`src/rtl/busSeqPkg.sv`:
```
package busSeqPkg;

  typedef enum logic [2:0] {
    TS_IDLE = 3'd0,
    TS_T1   = 3'd1,
    TS_T2   = 3'd2,
    TS_TW   = 3'd3,
    TS_T3   = 3'd4,
    TS_T4   = 3'd5
  } tState_e;

  // strobes from control to datapath
  typedef struct packed {
    logic loadReq;
    logic driveAddr;
    logic driveData;
    logic captureRd;
  } dpStrobe_t;

endpackage

```
`src/rtl/busSeqCtrl.sv`:
```
module busSeqCtrl
  import busSeqPkg::*;
(
  input  logic      clk,
  input  logic      rstN,
  input  logic      reqValid,
  input  logic      ready,
  input  logic      heldWrite,
  input  logic      heldIo,
  output dpStrobe_t strb,
  output logic      reqReady,
  output logic      ale,
  output logic      dtR,
  output logic      mIo,
  output logic      rdStb,
  output logic      wrStb,
  output logic      denStb,
  output logic      donePulse
);

  tState_e state, stateNext;
  logic    accept, inCmd, active;

  assign reqReady = (state == TS_IDLE) || (state == TS_T4);
  assign accept   = reqValid && reqReady;
  assign inCmd    = (state == TS_T2) || (state == TS_TW) || (state == TS_T3);
  assign active   = (state != TS_IDLE);

  always_comb begin
    stateNext = state;
    unique case (state)
      TS_IDLE: stateNext = accept ? TS_T1 : TS_IDLE;
      TS_T1:   stateNext = TS_T2;
      TS_T2:   stateNext = ready ? TS_T3 : TS_TW;
      TS_TW:   stateNext = ready ? TS_T3 : TS_TW;
      TS_T3:   stateNext = TS_T4;
      TS_T4:   stateNext = accept ? TS_T1 : TS_IDLE;
      default: stateNext = TS_IDLE;
    endcase
  end

  always_ff @(posedge clk) begin
    if (!rstN) state <= TS_IDLE;
    else       state <= stateNext;
  end

  assign ale       = (state == TS_T1);
  assign dtR       = active && heldWrite;
  assign mIo       = active && !heldIo;
  assign rdStb     = inCmd && !heldWrite;
  assign wrStb     = inCmd && heldWrite;
  assign denStb    = inCmd;
  assign donePulse = (state == TS_T4);

  assign strb.loadReq   = accept;
  assign strb.driveAddr = (state == TS_T1);
  assign strb.driveData = inCmd && heldWrite;
  assign strb.captureRd = (state == TS_T3) && !heldWrite;

  assert_start_after_accept_R2: assert property (@(posedge clk) disable iff (!rstN)
    (reqValid && reqReady) |=> ale);

  assert_ale_single_R3: assert property (@(posedge clk) disable iff (!rstN)
    ale |=> !ale);

  assert_cmd_after_ale_R4: assert property (@(posedge clk) disable iff (!rstN)
    $rose(denStb) |-> $past(ale));

  assert_wait_hold_R5: assert property (@(posedge clk) disable iff (!rstN)
    (((state == TS_T2) || (state == TS_TW)) && !ready)
      |=> (state == TS_TW) && $stable(rdStb) && $stable(wrStb));

  assert_done_on_release_R7: assert property (@(posedge clk) disable iff (!rstN)
    $fell(denStb) |-> donePulse);

  assert_ignore_busy_R9: assert property (@(posedge clk) disable iff (!rstN)
    (reqValid && !reqReady) |=> !ale);

  assert_held_stable_R11: assert property (@(posedge clk) disable iff (!rstN)
    (inCmd || donePulse) |-> ($stable(dtR) && $stable(mIo)));

endmodule

```
`src/rtl/busSeqDatapath.sv`:
```
module busSeqDatapath
  import busSeqPkg::*;
#(
  parameter int BUS_W = 16
) (
  input  logic             clk,
  input  logic             rstN,
  input  dpStrobe_t        strb,
  input  logic             reqWrite,
  input  logic             reqIo,
  input  logic [BUS_W-1:0] reqAddr,
  input  logic [BUS_W-1:0] reqWdata,
  input  logic [BUS_W-1:0] busIn,
  output logic             heldWrite,
  output logic             heldIo,
  output logic [BUS_W-1:0] busOut,
  output logic             busOe,
  output logic [BUS_W-1:0] rdData
);

  logic [BUS_W-1:0] heldAddr, heldData;

  always_ff @(posedge clk) begin
    if (!rstN) begin
      heldWrite <= 1'b0;
      heldIo    <= 1'b0;
      heldAddr  <= '0;
      heldData  <= '0;
    end else if (strb.loadReq) begin
      heldWrite <= reqWrite;
      heldIo    <= reqIo;
      heldAddr  <= reqAddr;
      heldData  <= reqWdata;
    end
  end

  always_ff @(posedge clk) begin
    if (!rstN)               rdData <= '0;
    else if (strb.captureRd) rdData <= busIn;
  end

  assign busOe  = strb.driveAddr || strb.driveData;
  assign busOut = strb.driveAddr ? heldAddr :
                  strb.driveData ? heldData : '0;

  assert_capture_R6: assert property (@(posedge clk) disable iff (!rstN)
    strb.captureRd |=> (rdData == $past(busIn)));

endmodule

```
`src/rtl/busCycleSeq.sv`:
```
module busCycleSeq
  import busSeqPkg::*;
#(
  parameter int BUS_W = 16
) (
  input  logic             clk,
  input  logic             rstN,
  input  logic             reqValid,
  input  logic             reqWrite,
  input  logic             reqIo,
  input  logic [BUS_W-1:0] reqAddr,
  input  logic [BUS_W-1:0] reqWdata,
  output logic             reqReady,
  input  logic             ready,
  input  logic [BUS_W-1:0] busIn,
  output logic [BUS_W-1:0] busOut,
  output logic             busOe,
  output logic             ale,
  output logic             dtR,
  output logic             mIo,
  output logic             rdStb,
  output logic             wrStb,
  output logic             denStb,
  output logic [BUS_W-1:0] rdData,
  output logic             donePulse
);

  dpStrobe_t strb;
  logic      heldWrite, heldIo;

  busSeqCtrl uCtrl (
    .clk       (clk),
    .rstN      (rstN),
    .reqValid  (reqValid),
    .ready     (ready),
    .heldWrite (heldWrite),
    .heldIo    (heldIo),
    .strb      (strb),
    .reqReady  (reqReady),
    .ale       (ale),
    .dtR       (dtR),
    .mIo       (mIo),
    .rdStb     (rdStb),
    .wrStb     (wrStb),
    .denStb    (denStb),
    .donePulse (donePulse)
  );

  busSeqDatapath #(.BUS_W(BUS_W)) uDp (
    .clk       (clk),
    .rstN      (rstN),
    .strb      (strb),
    .reqWrite  (reqWrite),
    .reqIo     (reqIo),
    .reqAddr   (reqAddr),
    .reqWdata  (reqWdata),
    .busIn     (busIn),
    .heldWrite (heldWrite),
    .heldIo    (heldIo),
    .busOut    (busOut),
    .busOe     (busOe),
    .rdData    (rdData)
  );

  assert_tristate_R10: assert property (@(posedge clk) disable iff (!rstN)
    busOe |-> (ale || wrStb));

  assert_idle_quiet_R8: assert property (@(posedge clk) disable iff (!rstN)
    (!ale && !denStb && !donePulse) |-> (!busOe && !dtR && !mIo));

endmodule

```
`config.mk`:
```
export PLATFORM = sky130hd
export DESIGN_NAME = busCycleSeq
export DESIGN_NICKNAME = d
export VERILOG_FILES = /design/src/rtl/busSeqPkg.sv /design/src/rtl/busSeqCtrl.sv /design/src/rtl/busSeqDatapath.sv /design/src/rtl/busCycleSeq.sv
export SDC_FILE = /design/constraint.sdc
export NUM_CORES = 1
export LEC_CHECK = 0
export BUFFER_PORTS_ARGS = -buffer_cell sky130_fd_sc_hd__clkbuf_2
export CORE_ASPECT_RATIO = 1.2
export CORE_MARGIN = 10
export CORE_UTILIZATION = 44
export DETAILED_ROUTE_END_ITERATION = 7
export PLACE_DENSITY_LB_ADDON = 0.25
export RECOVER_POWER = 100
export SLEW_MARGIN = 5
export SYNTH_ARGS = -nofsm -noshare
export SYNTH_HDL_FRONTEND = slang
export SYNTH_HIERARCHICAL = 1
export SYNTH_SLANG_ARGS = --single-unit
```
`constraint.sdc`:
```
create_clock -name clk -period 1.5 [get_ports clk]
set_input_delay 0.15 -clock clk [delete_from_list [all_inputs] [get_ports clk]]
set_output_delay 0.15 -clock clk [all_outputs]
set_load 0.01 [all_outputs]
```
# [Word level (Yosys, flattened, before mapping)]
# Cells that the tools add are included.
# Widths: inputs -> output; s select.
[word_totals] register_bits=53 inputBits=54 output_inout_bits=41
[classes] eq_ne=5 muxes=5 reduce_logical=16
[ops] cell="$mux 16" count=2
[ops] cell="$pmux 3 s4" count=1
[ops] cell="$eq 3x2->1 const B" count=2
[ops] cell="$eq 3x3->1 const B" count=2
[ops] cell="$logic_and 1x1->1" count=6
[ops] cell="$logic_or 1x1->1" count=4
[ops] cell="$reduce_or 2->1" count=2
[ops] cell="$eq 3x1->1 const B" count=1
[ops] cell="$logic_not 3->1" count=1
[ops] cell="$mux 3" count=1
[ops] cell="$reduce_bool 3->1" count=1
[ops] cell="$logic_not 1->1" count=2
[ops] cell="$mux 1" count=1

# [Longest topological paths before layout]
# Gate-level depths: netlist of run 1.
[depth] ltp_word=6 depth_mapped=8

# [Hierarchy]
# The synthesis of run 1 kept the hierarchy.
[by_module_without_submodules] module="busSeqDatapath" instances=1 cells_per_inst=215 area_each_um2=2163.3 seq_area_each_um2=1001.0
[by_module_without_submodules] module="busSeqCtrl" instances=1 cells_per_inst=31 area_each_um2=265.3 seq_area_each_um2=60.1

# [Worst setup path after synthesis of run 1]
# Ideal clock, no wire load.
[synth_timing] path_type="flip-flop to output port" startpoint="register uCtrl.state[0]" endpoint="output busOut[10]" arrival_ns=1.709 slack_ns=-0.359 path_stages_with_launch=8 n_path_buf=3 cell_sequence="dfxtp_1 -> or3b_4 -> a21boi_2 -> buf_4 -> buf_2 -> buf_4 -> nand2_1 -> o21ai_0"
[synth_via] elab_chain_cells=6
[synth_lines] item="start, declared" line_no="busSeqCtrl.sv:21" rtl="tState_e state, stateNext;"
[synth_lines] item="start signal, assigned" line_no="busSeqCtrl.sv:44" rtl="else state <= stateNext;"
[synth_lines] item="$eq 3x2->1" line_no="busSeqCtrl.sv:26" rtl="assign inCmd = (state == TS_T2) || (state == TS_TW) || (state == TS_T3);"
[synth_lines] item="$logic_or 1x1->1" line_no="busSeqCtrl.sv:26"
[synth_lines] item="$logic_or 1x1->1 *" line_no="busSeqCtrl.sv:26"
[synth_lines] item="$logic_and 1x1->1 *"
[synth_lines] item="named net wrStb" line_no="busCycleSeq.sv:22" rtl="output logic wrStb,"
[synth_lines] item="$mux 16 *" line_no="busSeqDatapath.sv:44" rtl="strb.driveData ? heldData : '0;"
[synth_lines] item="$mux 16 *" line_no="busSeqDatapath.sv:43" rtl="assign busOut = strb.driveAddr ? heldAddr :"
[synth_lines] item="end, declared" line_no="busCycleSeq.sv:16" rtl="output logic [BUS_W-1:0] busOut,"
# Mark *: on every way through the listed nets, which the timed path passes. The rest lies on a longest branch.

# [Worst setup path after layout of run 1]
[layout_timing] startpoint="register uCtrl.state[0]" endpoint="output busOut[0]"
[layout_via] elab_chain_cells=6
[layout_lines] item="$eq 3x2->1" line_no="busSeqCtrl.sv:26"
[layout_lines] item="$logic_or 1x1->1 (2 in series)" line_no="busSeqCtrl.sv:26"
[layout_lines] item="$logic_and 1x1->1" line_no="busSeqCtrl.sv:57" rtl="assign strb.driveData = inCmd && heldWrite;"
[layout_lines] item="$mux 16" line_no="busSeqDatapath.sv:44"
[layout_lines] item="$mux 16 *" line_no="busSeqDatapath.sv:43"
# Every way passes the cells marked *; elsewhere a longest branch is shown, timed or not.

==> results.md, run 1 <==
* Final Total Pwr at 3700 µW
* EDFF count, synth at 0
* Global-route wire length before repair at 10,300 µm
* Yosys top cell area share at 43.7%
* N_diodes at 0
* DP Cell Count at 398
* Mapped Avg Cell Area at 9.87 µm²
* Slew @ Worst Pin at 0.386 ns
* Drt via density at 4.81
* Seq cells post-synth at 53
* Clock latency on the worst-skew pair at 0.30 ns
* Synth top cells by count: dfxtp_1, nor2b_1, mux2i_1
* Placement row count at 29
* Initial antenna violation count at 0
* Chip Width at 87.8 µm
* RD Place Congestion at 0.812
* Clock power frac at 27.2%
* Total Die Area at 8900 µm²
* Power Density at 1060 nW/µm²
* Post-route ant nets at 0
* Clock period minus worst slack at 1.92 ns
* Final worst-path cycle share at 128%
* Max-Cap Viols at 0
* Ranking of synthesized cells by area: dfxtp_1, mux2i_1, nor2b_1
* Switching power at 1020 µW
* Syn Inst Count at 246
* H-tree Lvls at 2
* R2r setup slk at -0.15 ns
* # fillers at 463
* Synth Flop Type: dfxtp_1
* Clock skew at 0.00416 ns
* Starting density of the core at 45.5%
* Vias in the first global route at 2,083
* VDD IR max at 686 µV
* CTS buffer count at 5
* First-pass DRT Iterations at 4
* Final Worst Setup Slack at -0.419 ns
* Largest fanout on the critical path at 17
* Setup Crit Path Kind: register to output pin
* Count leader, synth: dfxtp_1
* Hold Vio Cnt, Final at 0
* RSZ-0062 raised after global routing: yes
* Crit path arrival time at 1.77 ns
* Pleak at 0.00146 µW
* Post-synthesis cell area at 2430 µm²
* Avg WL per Cell at 15.4 µm
* Int Pwr at 2690 µW
* Core area at 5330 µm²
* Overall routing resource usage at 14.1%
* Crit path launch type: register
* Sw frac at 27.5%
* Drt drc at 0
* Count of input and output buffers at 94
* Root Driver: clkbuf_8
* CTS Sinks at 53
* Max clock buf depth at 2
* Starting DRC count in detailed routing at 87
* Synth-to-layout area growth at 43.2%
* Seq/Total Area, Yosys at 43.7%
* Post-synth top area cell: dfxtp_1
* Dpl hpwl at 4320 µm
* Total global routing overflow at 0
* Syn Nets at 300
* Worst setup EP type: output pin
* DR vias at 2,015
* Maximum clock frequency at 0.521 GHz
* Min-delay worst type: primary input to register
* Failing checks: negative setup slack
* Post-CTS Hold Buffers at 0
* Fin. max-slew vios at 0
* CTS tree: yes
* Flop pwr share at 42.8%
* Unique masters post-synth at 30
* Asr flop ratio synth at 0%
* Final WL at 6440 µm
* Number of setup violations in the final report at 64
* Status: finished, violations left
* Combinational share of power at 29.9%
* Layout cell share with drive strength beyond 1 at 41.7%
* Layout Nets at 410
* I/O pins at 95
* Die height at 101 µm
* Largest net degree at the start of global routing at 51
* Yosys warning count at 6
* Non-Filler Instances at 419
* Clk slew on worst S/H paths at 0.09 ns
* Max_slew headroom at 74.2%
* Worst Path Required at 1.35 ns
==> power groups by stage <==
stage	combinational, µW	sequential [µW]	clock [µW]
2_1_floorplan	591	1610	0
3_3_place_gp	810	1610	0
3_5_place_dp	822	1610	0
4_1_cts	1030	1580	1040
5_1_grt	1200	1600	1080
6_report	1110	1590	1010
==> through the flow <==
| stage | setup WS [ns] | util, % | cell area, µm² | hold WS, ns | setup TNS [ns] |
|---|---|---|---|---|---|
| 2_1_floorplan | -0.176 | - | 2530 | 0.246 | -2.03 |
| 3_3_place_gp | -0.118 | 57.6 | 3070 | 0.376 | -3.69 |
| 3_5_place_dp | -0.144 | 57.6 | 3070 | 0.384 | -5.58 |
| 4_1_cts | -0.421 | 63.4 | 3380 | 0.0514 | -11.66 |
| 5_1_grt | -0.512 | 65.2 | 3480 | 0.0688 | -17.54 |
| 6_report | -0.419 | 65.2 | 3480 | 0.0659 | -11.34 |
==> layout by cell type (no fill, tap or decap), drive strengths merged <==
cell type  count
nand2         33
inv            2
bufinv         1
a211oi         1
o21bai         1
mux2i         50
nand3b         1
buf           45
a2111oi        1
nor4b          1
or2b           1
clkbuf        85
xor2           1
a21boi         1
nor2           3
o21a           1
or2            1
nor2b         51
nor3           1
a21oi          3
dfxtp         53
nor3b          2
or3b           1
o21ai         16
and3b          1
==> final timing paths <==
path / from / cells after the start / end
setup / recovery: uCtrl/state[0]$_SDFF_PN0_ / 6 / busOut[0]
hold / removal: ready / 2 / uCtrl/state[1]$_SDFF_PN0_
setup reg to reg: uCtrl/state[2]$_SDFF_PN0_ / 8 / uDp/heldAddr[12]$_SDFFE_PN0P_
hold reg to reg: uDp/rdData[7]$_SDFFE_PN0P_ / 2 / uDp/rdData[7]$_SDFFE_PN0P_
==> state kept, by name, summed over array words and instances, names as in the netlist <==
| register | count |
|---|---|
| uCtrl/state | 3 |
| uDp/heldAddr | 16 |
| uDp/heldData | 16 |
| uDp/heldIo | 1 |
| uDp/heldWrite | 1 |
| uDp/rdData | 16 |
==> layer usage <==
layer / wire [µm] / global-route usage (%) / vias up
met5: 0 / 0 / -
met4: 48 / 2.95 / 0
met3: 677 / 6.75 / 5
met2: 3020 / 22.8 / 65
met1: 2690 / 16.6 / 910
li1: - / - / 1035
==> logic make-up (layout without fill, tap and decap cells) <==
| kind of cell | count (synthesis) | in the layout | synth area share (%) |
|---|---|---|---|
| compound gates | 24 | 24 | 6.23 |
| xor+xnor | 1 | 1 | 0.361 |
| buf+inv | 22 | 133 | 7.47 |
| flops | 53 | 53 | 43.7 |
| mux | 50 | 50 | 20.6 |
| simple gates | 96 | 96 | 21.6 |
==> critical path, stage by stage (launching register included) <==
cell and delay, ns:
dfxtp_4 0.36, or3b_4 0.41, a21boi_4 0.19, buf_12 0.16
nand2_1 0.08, o21ai_2 0.12, buf_2 0.14
==> what timing repair did <==
item,CTS,global route
gates cloned,4,2
setup buffers,4,4
endpoints found under the hold margin,0,0
pin swaps,3,2
setup endpoints to repair,73,74
gates resized for setup,14,30
==> cell type report <==
cell class / count / area [µm²] / area share (%)
Multi-Input combinational cell: 171 / 1340 / 38.6
Sequential cell: 53 / 1060 / 30.6
Timing Repair Buffer: 124 / 872 / 25.1
Clock buffer: 6 / 82.6 / 2.37
Tap cell: 62 / 77.6 / 2.23
Clock inverter: 2 / 36.3 / 1.04
Inverter: 1 / 3.75 / 0.108
Note: power is estimated with default switching activity, not from simulation.
==> run 2: changes to the inputs <==
--- a/config.mk
+++ b/config.mk
@@ -10,8 +10,10 @@
 export CORE_MARGIN = 10
 export CORE_UTILIZATION = 44
 export DETAILED_ROUTE_END_ITERATION = 7
+export GPL_ROUTABILITY_DRIVEN = 1
+export GPL_TIMING_DRIVEN = 0
 export PLACE_DENSITY_LB_ADDON = 0.25
-export RECOVER_POWER = 100
+export RECOVER_POWER = 25
 export SLEW_MARGIN = 5
 export SYNTH_ARGS = -nofsm -noshare
 export SYNTH_HDL_FRONTEND = slang
==> results.md, run 2 (synthesis results as in run 1) <==
* Status: finished, violations left
* Failing checks: negative setup slack
* Hold Vio Cnt, Final at 0
* Clock latency on the worst-skew pair at 0.30 ns
* Overall routing resource usage at 14.7%
* N_diodes at 0
* Largest fanout on the critical path at 5
* CTS Sinks at 53
* Clk slew on worst S/H paths at 0.09 ns
* Placement row count at 29
* Drt drc at 0
* R2R Path Start: uCtrl/state[1]$_SDFF_PN0_
* Crit path launch type: register
* Count of input and output buffers at 94
* Min-Delay Endpoint: uCtrl/state[1]$_SDFF_PN0_
* Commonest non-fill, non-tap cell in the layout: clkbuf_2
* Register area at 1070 µm²
* Avg WL per Cell at 15.2 µm
* Min-delay src: ready
* Total Die Area at 8900 µm²
* Top flop regs: uDp/heldAddr (16), uDp/heldData (16), uDp/rdData (16)
* Post-CTS Hold Buffers at 0
* Maximum clock frequency at 0.497 GHz
* Clock power frac at 23.9%
* Power Density at 1010 nW/µm²
* Worst setup EP type: output pin
* Final worst-path cycle share at 134%
* Min-delay worst type: primary input to register
* Clock skew at 0.00321 ns
* Starting DRC count in detailed routing at 48
* Crit path arrival time at 1.86 ns
* VDD IR max at 627 µV
* CTS buffer count at 5
* Synth-to-layout area growth at 48.7%
* Clock period minus worst slack at 2.01 ns
* Starting density of the core at 45.5%
* Core area at 5330 µm²
* Pleak at 0.00158 µW
* Final Worst Setup Slack at -0.514 ns
* Total Neg Setup Slack at -16.79 ns
* Drt via density at 4.72
* Final Total Pwr at 3640 µW
* CTS tree: yes
* Max_slew headroom at 72.1%
* Worst Hold Slack at 0.0800 ns
* Fin. max-slew vios at 0
* I/O pins at 95
* Vias in the first global route at 2,271
* RSZ-0062 raised after global routing: yes
* R2r setup slk at -0.25 ns
* Slowest stage cell, crit path: or3b_4
* Switching power at 1010 µW
* Sw frac at 27.8%
* H-tree Lvls at 2
* Worst path bufs/invs at 4
* Slew @ Worst Pin at 0.418 ns
* Reg-to-Reg End: uDp/heldAddr[3]$_SDFFE_PN0P_
* Number of setup violations in the final report at 69
* # fillers at 435
* Total global routing overflow at 0
* Int Pwr at 2630 µW
* Largest net degree at the start of global routing at 16
* Commonest non-fill, non-tap cells in the layout: clkbuf_2, nor2b_1, dfxtp_1
* Worst Path Required at 1.35 ns
* Layout cell share with drive strength beyond 1 at 47.6%
* Final WL at 6580 µm
* WHS Path Cells at 2
* Dpl hpwl at 4690 µm
* DR vias at 2,038
* Max clock buf depth at 2
* Root Driver: clkbuf_8
* Flop pwr share at 43.7%
* CP max stage delay at 0.41 ns
* Setup Crit Path Kind: register to output pin
* Global-route wire length before repair at 10,700 µm
* Final core utilization at 67.7%
* RD Place Congestion at 0.758
* Path depth of the worst reg2reg path at 10
* First-pass DRT Iterations at 4
* Max-Cap Viols at 0
* Crit-path cells: or3b_4 > a21boi_4 > buf_6 > buf_12 > buf_8 > nand2_2 > o21ai_2 > buf_2
* Layout Nets at 423
* Chip Width at 87.8 µm
* Multi-input logic area at 1330 µm²
* Combinational share of power at 32.4%
* Die height at 101 µm
* Post-route ant nets at 0
* Initial antenna violation count at 0
* Top Family by Delay on Critical Path: buffers and inverters
-- run 2: area by class of cell --
cell class | instances | share of cell area, %
multi-input cells | 171 | 36.8
flip-flops and latches | 53 | 29.6
repair buffers | 117 | 21.8
plain buffers | 20 | 6.76
clock buffers | 7 | 2.67
well taps | 62 | 2.15
clock inverters | 1 | 0.139
inverters | 1 | 0.104
-- run 2: worst max path at each step --
stage / depth (start not counted) / to / slack (ns) / startpoint
after floorplan: 7 / busOut[10] / -0.18 / uCtrl/state[0]$_SDFF_PN0_
after global placement: 8 / busOut[12] / -0.32 / uCtrl/state[0]$_SDFF_PN0_
after detailed placement: 8 / busOut[12] / -0.33 / uCtrl/state[0]$_SDFF_PN0_
after CTS: 8 / busOut[12] / -0.54 / uCtrl/state[1]$_SDFF_PN0_
after global routing: 8 / busOut[13] / -0.60 / uCtrl/state[2]$_SDFF_PN0_
final: 8 / busOut[13] / -0.51 / uCtrl/state[1]$_SDFF_PN0_
-- run 2: repair_timing --
action | in CTS | in global routing
gates cloned | 5 | 0
buffers inserted | 12 | 8
setup endpoints to repair | 59 | 72
gates resized for setup | 26 | 31
pin swaps | 7 | 3
-- run 2: stage by stage --
stage,instance area [µm²],setup slack [ns],instances
after floorplan,2530,-0.176,246
after global placement,3080,-0.325,402
after detailed placement,3080,-0.333,402
after CTS,3520,-0.539,426
after global routing,3610,-0.602,432
final,3610,-0.514,432
-- run 2: power groups by stage --
stage	clock network [µW]	logic, µW	registers, µW
after CTS	898	1100	1580
after global placement	0	813	1610
after detailed placement	0	828	1620
after global routing	935	1280	1600
after floorplan	0	591	1610
final	872	1180	1590
-- run 2: routing by layer --
metal,GRT usage [%],up-vias,share of wire (%)
li1,-,1057,-
met1,16.5,907,40
met2,24.9,72,49
met3,6.43,2,10
met4,3.69,0,0.27
met5,0,-,0
==> run 3: changes to the inputs <==
--- a/config.mk
+++ b/config.mk
@@ -8,7 +8,7 @@
 export BUFFER_PORTS_ARGS = -buffer_cell sky130_fd_sc_hd__clkbuf_2
 export CORE_ASPECT_RATIO = 1.2
 export CORE_MARGIN = 10
-export CORE_UTILIZATION = 44
+export CORE_UTILIZATION = 50
 export DETAILED_ROUTE_END_ITERATION = 7
 export GPL_ROUTABILITY_DRIVEN = 1
 export GPL_TIMING_DRIVEN = 0
==> constraint.sdc (replaced) <==
create_clock -name clk -period 2.55 [get_ports clk]
set_input_delay 0.1275 -clock clk [delete_from_list [all_inputs] [get_ports clk]]
set_output_delay 0.1275 -clock clk [all_outputs]
set_load 0.01 [all_outputs]
==> results.md, run 3 (synthesis results as in run 1) <==
* RD Place Congestion at 0.747
* Starting density of the core at 52.1%
* Total Die Area at 8060 µm²
* Commonest non-fill, non-tap cells in the layout: clkbuf_2, dfxtp_1, nor2b_1
* Drt drc at 0
* Max-Cap Viols at 0
* Largest net degree at the start of global routing at 18
* Starting DRC count in detailed routing at 47
* Setup Crit Path Kind: register to output pin
* Crit path launch type: register
* Root Driver: clkbuf_8
* CTS Sinks at 53
* Total global routing overflow at 0
* Max clock buf depth at 2
* Register area at 1060 µm²
* H-tree Lvls at 2
* Placement row count at 27
* Worst setup EP type: output pin
* Commonest non-fill, non-tap cell in the layout: clkbuf_2
* Total Neg Setup Slack at 0 ns
* Max_slew headroom at 72.1%
* Top flop regs: uDp/heldAddr (16), uDp/heldData (16), uDp/rdData (16)
* Clock skew at 0.00662 ns
* Slew @ Worst Pin at 0.418 ns
* VDD IR max at 562 µV
* Count of input and output buffers at 94
* Post-route ant nets at 0
* Hold Vio Cnt, Final at 0
* Final Total Pwr at 2050 µW
* Final core utilization at 66.0%
* CTS buffer count at 5
* Layout cell share with drive strength beyond 1 at 29.0%
* Post-CTS sizing at 0
* Chip Width at 83.6 µm
* Clock latency on the worst-skew pair at 0.31 ns
* Placement Cell Area at 2970 µm²
* Largest fanout on the critical path at 10
* RSZ-0062 raised after global routing: no
* R2r setup slk at 0.67 ns
* Synth-to-layout area growth at 26.6%
* First-pass DRT Iterations at 4
* Die height at 96.3 µm
* CTS tree: yes
* Fin. max-slew vios at 0
* Clk slew on worst S/H paths at 0.09 ns
* Final worst-path cycle share at 89.9%
* Overall routing resource usage at 14.0%
* DR vias at 1,944
* Worst Path Required at 2.42 ns
* Finished layout cell area at 3080 µm²
* Layout Nets at 401
* Multi-input logic area at 1180 µm²
* Dpl hpwl at 4600 µm
* Avg WL per Cell at 14.2 µm
* N_diodes at 0
* Power Density at 668 nW/µm²
* Initial antenna violation count at 0
* Min-delay worst type: primary input to register
* Crit path arrival time at 2.17 ns
* # fillers at 426
* Post-CTS Hold Buffers at 0
* Number of setup violations in the final report at 0
* Core area at 4660 µm²
* Status: finished, final reports clean
* Vias in the first global route at 2,075
* I/O pins at 95
* Final WL at 5780 µm
* Maximum clock frequency at 0.436 GHz
* Clock period minus worst slack at 2.29 ns
* Drt via density at 4.79
* Post-CTS Setup Bufs at 0
* Pleak at 0.00128 µW
* Global-route wire length before repair at 9490 µm
## run 3: cell types whose count changed in the layout (fill, tap and decap cells not counted), sizes merged
cell,previous run,this run
buf,53,13
clkbuf,91,107
bufinv,0,2
clkinv,1,0
inv,1,2
## run 3: final timing paths
check	start	end	cells after the start
worst min-delay path	ready	uCtrl/state[1]$_SDFF_PN0_	2
worst max register to register	uCtrl/state[2]$_SDFF_PN0_	uDp/heldData[10]$_SDFFE_PN0P_	8
worst min register to register	uDp/heldData[0]$_SDFFE_PN0P_	uDp/heldData[0]$_SDFFE_PN0P_	2
worst max-delay path	uCtrl/state[0]$_SDFF_PN0_	busOut[11]	8
## run 3: area by class of cell
class | count | share of cell area (%)
multi-input cells | 171 | 38.4
flip-flops and latches | 53 | 34.5
repair buffers | 94 | 14.5
plain buffers | 21 | 5.61
well taps | 58 | 2.36
clock buffers | 5 | 2.24
clock inverters | 3 | 2.24
inverters | 1 | 0.122
## run 3: worst max-delay path, stage by stage (launching register included)
cell	delay, ns
dfxtp_1	0.39
or3b_4	0.43
a21boi_2	0.15
buf_4	0.11
buf_2	0.18
buf_4	0.19
nand2_1	0.06
o21ai_0	0.17
clkbuf_2	0.17
## run 3: through the flow
stage	cells	hold WS, ns	setup WS (ns)
floorplan	246	0.227	0.714
global placement	398	0.361	0.596
detailed placement	398	0.369	0.560
CTS	406	0.0361	0.213
global route	406	0.0359	0.0632
finish	406	0.0430	0.257
## run 3: layer usage
metal | vias to the layer above | GRT usage [%] | wire length [µm]
met5 | - | 0 | 0
met4 | 0 | 4.61 | 45
met3 | 4 | 6.51 | 551
met2 | 66 | 21.9 | 2610
met1 | 867 | 16.7 | 2580
li1 | 1007 | - | -
## run 3: where the power goes
group          switching, µW  internal (µW)
combinational            217            229
clock                    281            395
sequential              39.0            893
